==> config.mk <==
export PLATFORM = sky130hd
export DESIGN_NAME = dcxo_spi_ctrl
export DESIGN_NICKNAME = d
export VERILOG_FILES = /design/src/rtl/dcxo_spi_pkg.sv /design/src/rtl/spi_frame_engine.sv /design/src/rtl/dcxo_update_buf.sv /design/src/rtl/dcxo_rr_pick.sv /design/src/rtl/dcxo_spi_ctrl.sv
export SDC_FILE = /design/constraint.sdc
export NUM_CORES = 1
export LEC_CHECK = 0
export ABC_AREA = 1
export BUFFER_PORTS_ARGS = -buffer_cell sky130_fd_sc_hd__buf_2
export CORE_ASPECT_RATIO = 0.7
export CORE_MARGIN = 3
export CORE_UTILIZATION = 55
export CTS_CLUSTER_DIAMETER = 40
export DETAILED_ROUTE_END_ITERATION = 10
export PLACE_DENSITY = 0.7
export SLEW_MARGIN = 20
export SYNTH_ARGS = -nofsm -noshare
export SYNTH_HDL_FRONTEND = slang
export SYNTH_HIERARCHICAL = 1
export SYNTH_SLANG_ARGS = --single-unit
==> constraint.sdc <==
create_clock -name clk -period 4.61 [get_ports clk]
set_input_delay 0.6915 -clock clk [delete_from_list [all_inputs] [get_ports clk]]
set_output_delay 0.6915 -clock clk [all_outputs]
set_load 0.02 [all_outputs]
==> src/rtl/dcxo_spi_pkg.sv <==
package dcxo_spi_pkg;
  typedef enum logic [1:0] {
    OP_WRITE = 2'd0,
    OP_READ  = 2'd1,
    OP_RESET = 2'd2,
    OP_BASE  = 2'd3
  } cpu_op_e;

  typedef enum logic [1:0] {
    ENG_IDLE  = 2'd0,
    ENG_SHIFT = 2'd1,
    ENG_TAIL  = 2'd2
  } eng_state_e;
endpackage

==> src/rtl/spi_frame_engine.sv <==
// Bit-level SPI mode 0 master: shifts one left-aligned frame to one device.
module spi_frame_engine
  import dcxo_spi_pkg::*;
#(
  parameter int NUM_DEV = 4,
  parameter int DEV_W   = 2,
  parameter int FRAME_W = 40,
  parameter int CNT_W   = 6,
  parameter int DIV_W   = 8
) (
  input  logic               clk,
  input  logic               rst,
  input  logic               start,
  input  logic [DEV_W-1:0]   start_dev,
  input  logic [FRAME_W-1:0] start_frame,
  input  logic [CNT_W-1:0]   start_bits,
  input  logic [DIV_W-1:0]   clk_div,
  input  logic               miso_i,
  output logic               busy,
  output logic               done,
  output logic [7:0]         rx_byte,
  output logic [NUM_DEV-1:0] sck_o,
  output logic [NUM_DEV-1:0] cs_n_o,
  output logic               mosi_o
);
  eng_state_e         state_q;
  logic [DEV_W-1:0]   dev_q;
  logic [FRAME_W-1:0] shreg_q;
  logic [CNT_W-1:0]   bits_left_q;
  logic [DIV_W-1:0]   half_cnt_q;
  logic               sck_q;
  logic [7:0]         rx_q;
  logic               tick;

  assign tick = (half_cnt_q == clk_div);

  always_ff @(posedge clk) begin
    if (rst) begin
      state_q     <= ENG_IDLE;
      dev_q       <= '0;
      shreg_q     <= '0;
      bits_left_q <= '0;
      half_cnt_q  <= '0;
      sck_q       <= 1'b0;
      rx_q        <= '0;
      done        <= 1'b0;
    end else begin
      done <= 1'b0;
      case (state_q)
        ENG_IDLE: begin
          if (start) begin
            state_q     <= ENG_SHIFT;
            dev_q       <= start_dev;
            shreg_q     <= start_frame;
            bits_left_q <= start_bits;
            half_cnt_q  <= '0;
            sck_q       <= 1'b0;
          end
        end
        ENG_SHIFT: begin
          if (tick) begin
            half_cnt_q <= '0;
            if (!sck_q) begin
              sck_q <= 1'b1;
              rx_q  <= {rx_q[6:0], miso_i};
            end else begin
              sck_q       <= 1'b0;
              bits_left_q <= bits_left_q - CNT_W'(1);
              if (bits_left_q == CNT_W'(1)) state_q <= ENG_TAIL;
              else shreg_q <= {shreg_q[FRAME_W-2:0], 1'b0};
            end
          end else begin
            half_cnt_q <= half_cnt_q + DIV_W'(1);
          end
        end
        ENG_TAIL: begin
          if (tick) begin
            state_q    <= ENG_IDLE;
            half_cnt_q <= '0;
            done       <= 1'b1;
          end else begin
            half_cnt_q <= half_cnt_q + DIV_W'(1);
          end
        end
        default: state_q <= ENG_IDLE;
      endcase
    end
  end

  assign busy    = (state_q != ENG_IDLE);
  assign rx_byte = rx_q;
  assign mosi_o  = (state_q == ENG_SHIFT) ? shreg_q[FRAME_W-1] : 1'b0;

  for (genvar g = 0; g < NUM_DEV; g++) begin : g_lines
    logic sel;
    assign sel       = (dev_q == DEV_W'(g)) && (state_q != ENG_IDLE);
    assign cs_n_o[g] = ~sel;
    assign sck_o[g]  = sel && sck_q && (state_q == ENG_SHIFT);
  end
endmodule

==> src/rtl/dcxo_update_buf.sv <==
// One pending slot per port; a write replaces an unsent value.
module dcxo_update_buf #(
  parameter int NUM_DEV = 4,
  parameter int DEV_W   = 2,
  parameter int CTRL_W  = 16
) (
  input  logic                           clk,
  input  logic                           rst,
  input  logic                           in_valid,
  input  logic [DEV_W-1:0]               in_port,
  input  logic [CTRL_W-1:0]              in_value,
  input  logic                           take,
  input  logic [DEV_W-1:0]               take_port,
  output logic [NUM_DEV-1:0]             pend,
  output logic [NUM_DEV-1:0][CTRL_W-1:0] vals
);
  for (genvar g = 0; g < NUM_DEV; g++) begin : g_slot
    logic wr_hit, take_hit;
    assign wr_hit   = in_valid && (in_port == DEV_W'(g));
    assign take_hit = take && (take_port == DEV_W'(g));
    always_ff @(posedge clk) begin
      if (rst) begin
        pend[g] <= 1'b0;
        vals[g] <= '0;
      end else if (wr_hit) begin
        pend[g] <= 1'b1;
        vals[g] <= in_value;
      end else if (take_hit) begin
        pend[g] <= 1'b0;
      end
    end
  end
endmodule

==> src/rtl/dcxo_rr_pick.sv <==
// Round-robin choice among pending ports, starting after the last served.
module dcxo_rr_pick #(
  parameter int NUM_DEV = 4,
  parameter int DEV_W   = 2
) (
  input  logic               clk,
  input  logic               rst,
  input  logic [NUM_DEV-1:0] req,
  input  logic               advance,
  output logic               any,
  output logic [DEV_W-1:0]   pick
);
  logic [DEV_W-1:0] last_q;

  always_comb begin
    logic found;
    found = 1'b0;
    pick  = '0;
    for (int k = 1; k <= NUM_DEV; k++) begin
      int j;
      j = int'(last_q) + k;
      if (j >= NUM_DEV) j = j - NUM_DEV;
      if (!found && req[j]) begin
        pick  = DEV_W'(j);
        found = 1'b1;
      end
    end
    any = found;
  end

  always_ff @(posedge clk) begin
    if (rst) last_q <= DEV_W'(NUM_DEV - 1);
    else if (advance) last_q <= pick;
  end
endmodule

==> src/rtl/dcxo_spi_ctrl.sv <==
module dcxo_spi_ctrl
  import dcxo_spi_pkg::*;
#(
  parameter int         NUM_DEV    = 4,
  parameter int         CTRL_W     = 16,
  parameter int         WORD_BYTES = 4,
  parameter int         DIV_W      = 8,
  parameter logic [6:0] FREQ_ADDR  = 7'h10,
  parameter logic [6:0] RST_ADDR   = 7'h7F,
  parameter logic [7:0] RST_CODE   = 8'h01,
  localparam int DEV_W   = (NUM_DEV > 1) ? $clog2(NUM_DEV) : 1,
  localparam int WORD_W  = 8 * WORD_BYTES
) (
  input  logic              clk,
  input  logic              rst,
  input  logic [DIV_W-1:0]  clk_div,
  input  logic              cpu_req,
  input  logic [1:0]        cpu_op,
  input  logic [DEV_W-1:0]  cpu_dev,
  input  logic [6:0]        cpu_addr,
  input  logic [WORD_W-1:0] cpu_wdata,
  output logic              cpu_busy,
  output logic [7:0]        cpu_rd_data,
  output logic              cpu_rd_done,
  input  logic              flt_valid,
  output logic              flt_ready,
  input  logic [DEV_W-1:0]  flt_port,
  input  logic [CTRL_W-1:0] flt_value,
  output logic [NUM_DEV-1:0] spi_sck,
  output logic [NUM_DEV-1:0] spi_cs_n,
  output logic              spi_mosi,
  input  logic              spi_miso
);
  localparam int FRAME_W = WORD_W + 8;
  localparam int CNT_W   = $clog2(FRAME_W + 1);
  localparam logic [CNT_W-1:0] BITS_CPU  = CNT_W'(16);
  localparam logic [CNT_W-1:0] BITS_FREQ = CNT_W'(FRAME_W);
  localparam int PAD_W = FRAME_W - 16;

  cpu_op_e     req_op, p_op_q;
  logic        cpu_pend_q, cpu_fly_q, rd_fly_q, rd_done_q;
  logic [DEV_W-1:0] p_dev_q;
  logic [6:0]  p_addr_q;
  logic [7:0]  p_wdata_q, rd_data_q;
  logic [NUM_DEV-1:0][WORD_W-1:0] base_q;
  logic        cpu_accept, base_load;

  logic        eng_busy, eng_done, eng_start;
  logic [7:0]  eng_rx;
  logic [DEV_W-1:0]   start_dev;
  logic [FRAME_W-1:0] start_frame;
  logic [CNT_W-1:0]   start_bits;

  logic [NUM_DEV-1:0]             pend;
  logic [NUM_DEV-1:0][CTRL_W-1:0] vals;
  logic              rr_any, launch_cpu, launch_flt, flt_take;
  logic [DEV_W-1:0]  rr_pick;
  logic [CTRL_W-1:0] sel_val;
  logic [WORD_W-1:0] freq_word;

  assign req_op     = cpu_op_e'(cpu_op);
  assign cpu_busy   = cpu_pend_q | cpu_fly_q;
  assign cpu_accept = cpu_req && !cpu_busy && (req_op != OP_BASE);
  assign base_load  = cpu_req && (req_op == OP_BASE);
  assign flt_ready  = !rst;
  assign flt_take   = flt_valid && flt_ready;

  // Arbitration only while the wire is idle; CPU first.
  assign launch_cpu = !eng_busy && cpu_pend_q;
  assign launch_flt = !eng_busy && !cpu_pend_q && rr_any;
  assign eng_start  = launch_cpu || launch_flt;

  assign sel_val   = vals[rr_pick];
  assign freq_word = base_q[rr_pick] + {{(WORD_W-CTRL_W){sel_val[CTRL_W-1]}}, sel_val};

  always_comb begin
    start_dev   = rr_pick;
    start_bits  = BITS_FREQ;
    start_frame = {1'b0, FREQ_ADDR, freq_word};
    if (cpu_pend_q) begin
      start_dev  = p_dev_q;
      start_bits = BITS_CPU;
      case (p_op_q)
        OP_READ:  start_frame = {1'b1, p_addr_q, 8'h00, {PAD_W{1'b0}}};
        OP_RESET: start_frame = {1'b0, RST_ADDR, RST_CODE, {PAD_W{1'b0}}};
        default:  start_frame = {1'b0, p_addr_q, p_wdata_q, {PAD_W{1'b0}}};
      endcase
    end
  end

  always_ff @(posedge clk) begin
    if (rst) begin
      cpu_pend_q <= 1'b0;
      cpu_fly_q  <= 1'b0;
      rd_fly_q   <= 1'b0;
      rd_done_q  <= 1'b0;
      rd_data_q  <= '0;
      p_op_q     <= OP_WRITE;
      p_dev_q    <= '0;
      p_addr_q   <= '0;
      p_wdata_q  <= '0;
    end else begin
      if (cpu_accept) begin
        cpu_pend_q <= 1'b1;
        p_op_q     <= req_op;
        p_dev_q    <= cpu_dev;
        p_addr_q   <= cpu_addr;
        p_wdata_q  <= cpu_wdata[7:0];
        rd_done_q  <= 1'b0;
      end
      if (eng_done && cpu_fly_q) begin
        cpu_fly_q <= 1'b0;
        rd_fly_q  <= 1'b0;
        if (rd_fly_q) begin
          rd_data_q <= eng_rx;
          rd_done_q <= 1'b1;
        end
      end
      if (launch_cpu) begin
        cpu_pend_q <= 1'b0;
        cpu_fly_q  <= 1'b1;
        rd_fly_q   <= (p_op_q == OP_READ);
      end
    end
  end

  always_ff @(posedge clk) begin
    if (rst) base_q <= '0;
    else if (base_load) base_q[cpu_dev] <= cpu_wdata;
  end

  assign cpu_rd_data = rd_data_q;
  assign cpu_rd_done = rd_done_q;

  dcxo_update_buf #(.NUM_DEV(NUM_DEV), .DEV_W(DEV_W), .CTRL_W(CTRL_W)) u_buf (
    .clk(clk), .rst(rst), .in_valid(flt_take), .in_port(flt_port),
    .in_value(flt_value), .take(launch_flt), .take_port(rr_pick),
    .pend(pend), .vals(vals)
  );

  dcxo_rr_pick #(.NUM_DEV(NUM_DEV), .DEV_W(DEV_W)) u_rr (
    .clk(clk), .rst(rst), .req(pend), .advance(launch_flt),
    .any(rr_any), .pick(rr_pick)
  );

  spi_frame_engine #(.NUM_DEV(NUM_DEV), .DEV_W(DEV_W), .FRAME_W(FRAME_W),
                     .CNT_W(CNT_W), .DIV_W(DIV_W)) u_eng (
    .clk(clk), .rst(rst), .start(eng_start), .start_dev(start_dev),
    .start_frame(start_frame), .start_bits(start_bits), .clk_div(clk_div),
    .miso_i(spi_miso), .busy(eng_busy), .done(eng_done), .rx_byte(eng_rx),
    .sck_o(spi_sck), .cs_n_o(spi_cs_n), .mosi_o(spi_mosi)
  );
endmodule

==> reports/results.txt <==
For this run, the detailed router's first-pass iteration total came to 6. For this design, the CTS-stage hold fixing added 0 buffers. Setup repair after global routing left no endpoint under its margin.

Among cell families on the critical path, the largest total delay comes from simple AND/OR/NAND/NOR gates. The logs give 0.5688 for the initial standard-cell utilization of the core and 0.3380 for the worst max-slew margin expressed relative to the limit. At the worst endpoint, the required time is 5.07 ns. Setup violations remaining at the end of the flow were counted as 0. In this run the standard cell core region covers 0.02827 mm^2. The run gives 0.3698 as the sequential fraction of the synthesis area. The run gives 1 as the number of antenna violations at the first check in global routing.

Entering global routing, the biggest net connects 77 pins. The synthesized area per cell is 6.445 um^2. The tool flagged a number of max-cap violations equal to 0. The count of buffering cells on the critical path with inverters included works out to 3. The detailed-route wire length came out at 49,000 um. The clock transition at the registers of the reported paths works out to 0.06 ns. In this run the clock root is driven by a sky130_fd_sc_hd__clkbuf_16.

In the final routing, the length of wire on met1 measures 23,010 um. The tools report the sort of element at the start of the critical path as a flop. Along the worst path, the maximum fanout reaches 38. The tools report the number of placement rows as 51. The run gives 0 as the number of hold violations in the final report.

Area growth from synthesis to final layout: 10.43%. Synthesis instantiated 47 different standard cells from the library. The worst path needs 4.312 ns of the cycle, external delays included. The fraction of layout cells with a size suffix above 1 was 0.09503. After routing the design area is 0.01776 mm^2. Number of nets in the finished design: 2,624. The logs give 0 for the total DRC errors in the routed layout and 231.9 MHz for the maximum operating frequency. Cell repeated most along the worst path: sky130_fd_sc_hd__nand2_1. Synthesis inferred 297 register bits.

Dividing the detail-routed wire length by the instance count gives 16.85 um. The minimum setup slack among reg-to-reg paths was 0.30 ns; the number of synthesis warnings was 6. Overall global routing resource usage: 0.3037. The clock reaches the later pin of the worst-skew pair after 0.54 ns. Routability-driven placement finished with a final weighted congestion of 0.9684. The tools report the global-route wire length before repair as 77,550 um. Buffers inserted during clock tree synthesis total 36.

The via count is 16,400, and the number of buffer cells added on primary ports is 93. The repair_antennas step left the layout with diodes totalling 0. Detailed placement finished with a half-perimeter wire length of 31,800 um. For the worst-case clock skew, the log shows 0.01681 ns. Synthesis handed over a netlist of 2,495 instances. The cell area that synthesis handed to floorplanning was 0.01608 mm^2.

The worst endpoint data arrival time came out at 4.77 ns. The slowest stage of the critical path belongs to the cell sky130_fd_sc_hd__ha_1. The worst hold-check path type was input pin to flop. The logs give 3 for the number of buffers on the longest clock path and 2 for the number of H-tree levels.

Number of pins with negative max-slew slack in the final report: 0. Die extent in y: 149.1 um. STA classifies the critical path endpoint as a flop.

The routed length on met3 is 4456 um, and the leakage component of the power is 7.896 nW. The detailed router finished its first iteration with 1,718 violations. Summed over all nets, wire length on met2 after detailed routing comes to 20,690 um. Once detail routing completed, the nets flagged for antenna violations numbered 0. For this design the top-level I/O count stands at 94.

For the number of global-route vias before repair, the log shows 14,570. The sum of overflow across all layers after global routing was 0. For this run, the slowest stage of the critical path takes 0.49 ns. The critical path class was flop to flop. The post-placement cell area came out at 0.01648 mm^2.

TritonCTS built the clock tree. At the pin with the least slew margin, the transition time is 0.9897 ns. The width of the die was 210.4 um; the number of clock sinks seen by CTS was 297. The highest metal layer carrying signal wires in the routed design is met5. In the final timing run, aggregate negative setup slack is 0 ns.

The highest ir drop seen on vdd is 0.3424 mV, and the ratio of total power to cell area is 782.5 mW/mm^2. The die covers 0.03136 mm^2. The share of the clock period used by the worst path after layout was 0.9354; the via count normalized by instance count was 5.642.

The flow ran to the end, and the final reports show no timing, DRC or antenna violations.
==> worst reg2reg max path: cells and delay by family (launching register included) <==
family                   cells  cell delay [ns]
AO/OA/AOI/OAI                3             0.58
AND/OR/NAND/NOR             21             2.24
adder cells (fa/ha/maj)      1             0.49
flip-flops                   1             0.44
buffers and inverters        3             0.49
==> where the power goes <==
| part | switching (W) | internal, W |
|---|---|---|
| Clock | 0.00117 | 0.00159 |
| Combinational | 0.00555 | 0.00261 |
| Sequential | 0.000156 | 0.00282 |
==> kinds of logic after synthesis <==
kind of cell               synth area share
adders and majority gates           0.03237
and+or+nand+nor                      0.3355
other                             0.0002332
DFF                                  0.3698
buffers and inverters               0.09439
AOI/OAI and AO/OA                    0.1628
xor gates and xnor gates           0.004903
==> final timing paths <==
| path | startpoint | end | cells after the start |
|---|---|---|---|
| setup / recovery | u_rr/last_q[0] | u_eng/shreg_q[21] | 28 |
| hold / removal | cpu_addr[6] | p_addr_q[6] | 3 |
| setup reg to reg | u_rr/last_q[0] | u_eng/shreg_q[21] | 28 |
| hold reg to reg | u_eng/rx_byte[7] | u_eng/rx_byte[7] | 2 |
==> placed cells by master (no fill, tap or decap), types with 5 or more instances in the layout <==
cell and instances:
sky130_fd_sc_hd__nand2_2 16, sky130_fd_sc_hd__nor2_1 492, sky130_fd_sc_hd__clkinv_4 6, sky130_fd_sc_hd__clkinv_2 5, sky130_fd_sc_hd__nand3_2 5, sky130_fd_sc_hd__clkbuf_8 6
sky130_fd_sc_hd__o21ai_0 258, sky130_fd_sc_hd__dfxtp_1 295, sky130_fd_sc_hd__ha_1 37, sky130_fd_sc_hd__o22ai_1 43, sky130_fd_sc_hd__nand3_1 126, sky130_fd_sc_hd__a21oi_1 176
sky130_fd_sc_hd__inv_6 8, sky130_fd_sc_hd__buf_2 92, sky130_fd_sc_hd__inv_2 7, sky130_fd_sc_hd__nand2_1 587, sky130_fd_sc_hd__nand4_1 59, sky130_fd_sc_hd__o21ai_1 13
sky130_fd_sc_hd__clkbuf_16 39, sky130_fd_sc_hd__buf_4 21, sky130_fd_sc_hd__xnor2_1 7, sky130_fd_sc_hd__inv_1 177
==> per-stage QoR <==
step	util	std cells	worst slack (ns)	hold slack (ns)	power (W)
after global routing	0.6281	2907	0.05065	0.4096	0.01499
final	0.6281	2907	0.2978	0.4078	0.01389
after detailed placement	0.5830	2839	0.1878	0.4429	0.01075
after CTS	0.6241	2904	0.1790	0.3929	0.01355
after global placement	0.5830	2839	0.2827	0.4392	0.01069
after floorplan	-	2497	1.014	0.4244	0.008604
==> registers in the layout, indices dropped and copies added (netlist names) <==
register,cells
u_eng/sck_q,1
p_wdata_q,8
u_eng/half_cnt_q,8
u_buf/vals,64
cpu_pend_q,1
cpu_rd_done,1
p_op_q,2
u_eng/done,1
p_addr_q,7
u_eng/rx_byte,8
u_eng/shreg_q,40
p_dev_q,2
cpu_rd_data,8
u_buf/pend,4
u_rr/last_q,2
rd_fly_q,1
u_eng/bits_left_q,6
u_eng/state_q,2
base_q,128
u_eng/dev_q,2
cpu_fly_q,1
==> synth_stat cells (all sizes together) <==
master  number  area (um^2)
or2          1        6.260
nor2       499         1912
a32oi        2        17.52
nand3      134        728.2
a21oi      177        889.6
ha          40        500.5
xor2         2        17.52
clkinv       2        7.510
buf         82        538.0
inv        191        729.5
xnor2        7        61.31
fa           1        20.02
conb         1        3.750
a211oi       1        7.510
nand4       59        369.1
o21a         1        7.510
dfxtp      297         5946
clkbuf      64        242.7
and2         1        6.260
o211ai       1        7.510
a31oi        1        6.260
a21o         1        7.510
nor3         5        47.54
o22ai       44        275.3
nand2      605         2326
o21bai       4        33.78
o21ai      272         1365
==> layout make-up <==
cell class | instances | area, um^2
well taps | 371 | 464.2
multi-input cells | 1861 | 8657
clock inverters | 18 | 140.1
clock buffers | 47 | 1023
repair buffers | 120 | 775.7
fillers | 2721 | 10510
inverters | 193 | 747.0
flip-flops and latches | 297 | 5948
==> repair_timing <==
item                       CTS  global route
buffers inserted             0             1
setup endpoints to repair    0            12
gates resized for setup      0            13
==> per-layer routing <==
layer  vias up  track usage
li1       8107            -
met1      7586       0.4434
met2       632       0.4559
met3        73      0.06853
met4         2      0.07444
met5         -            0
(Power assumes the default switching activity.)
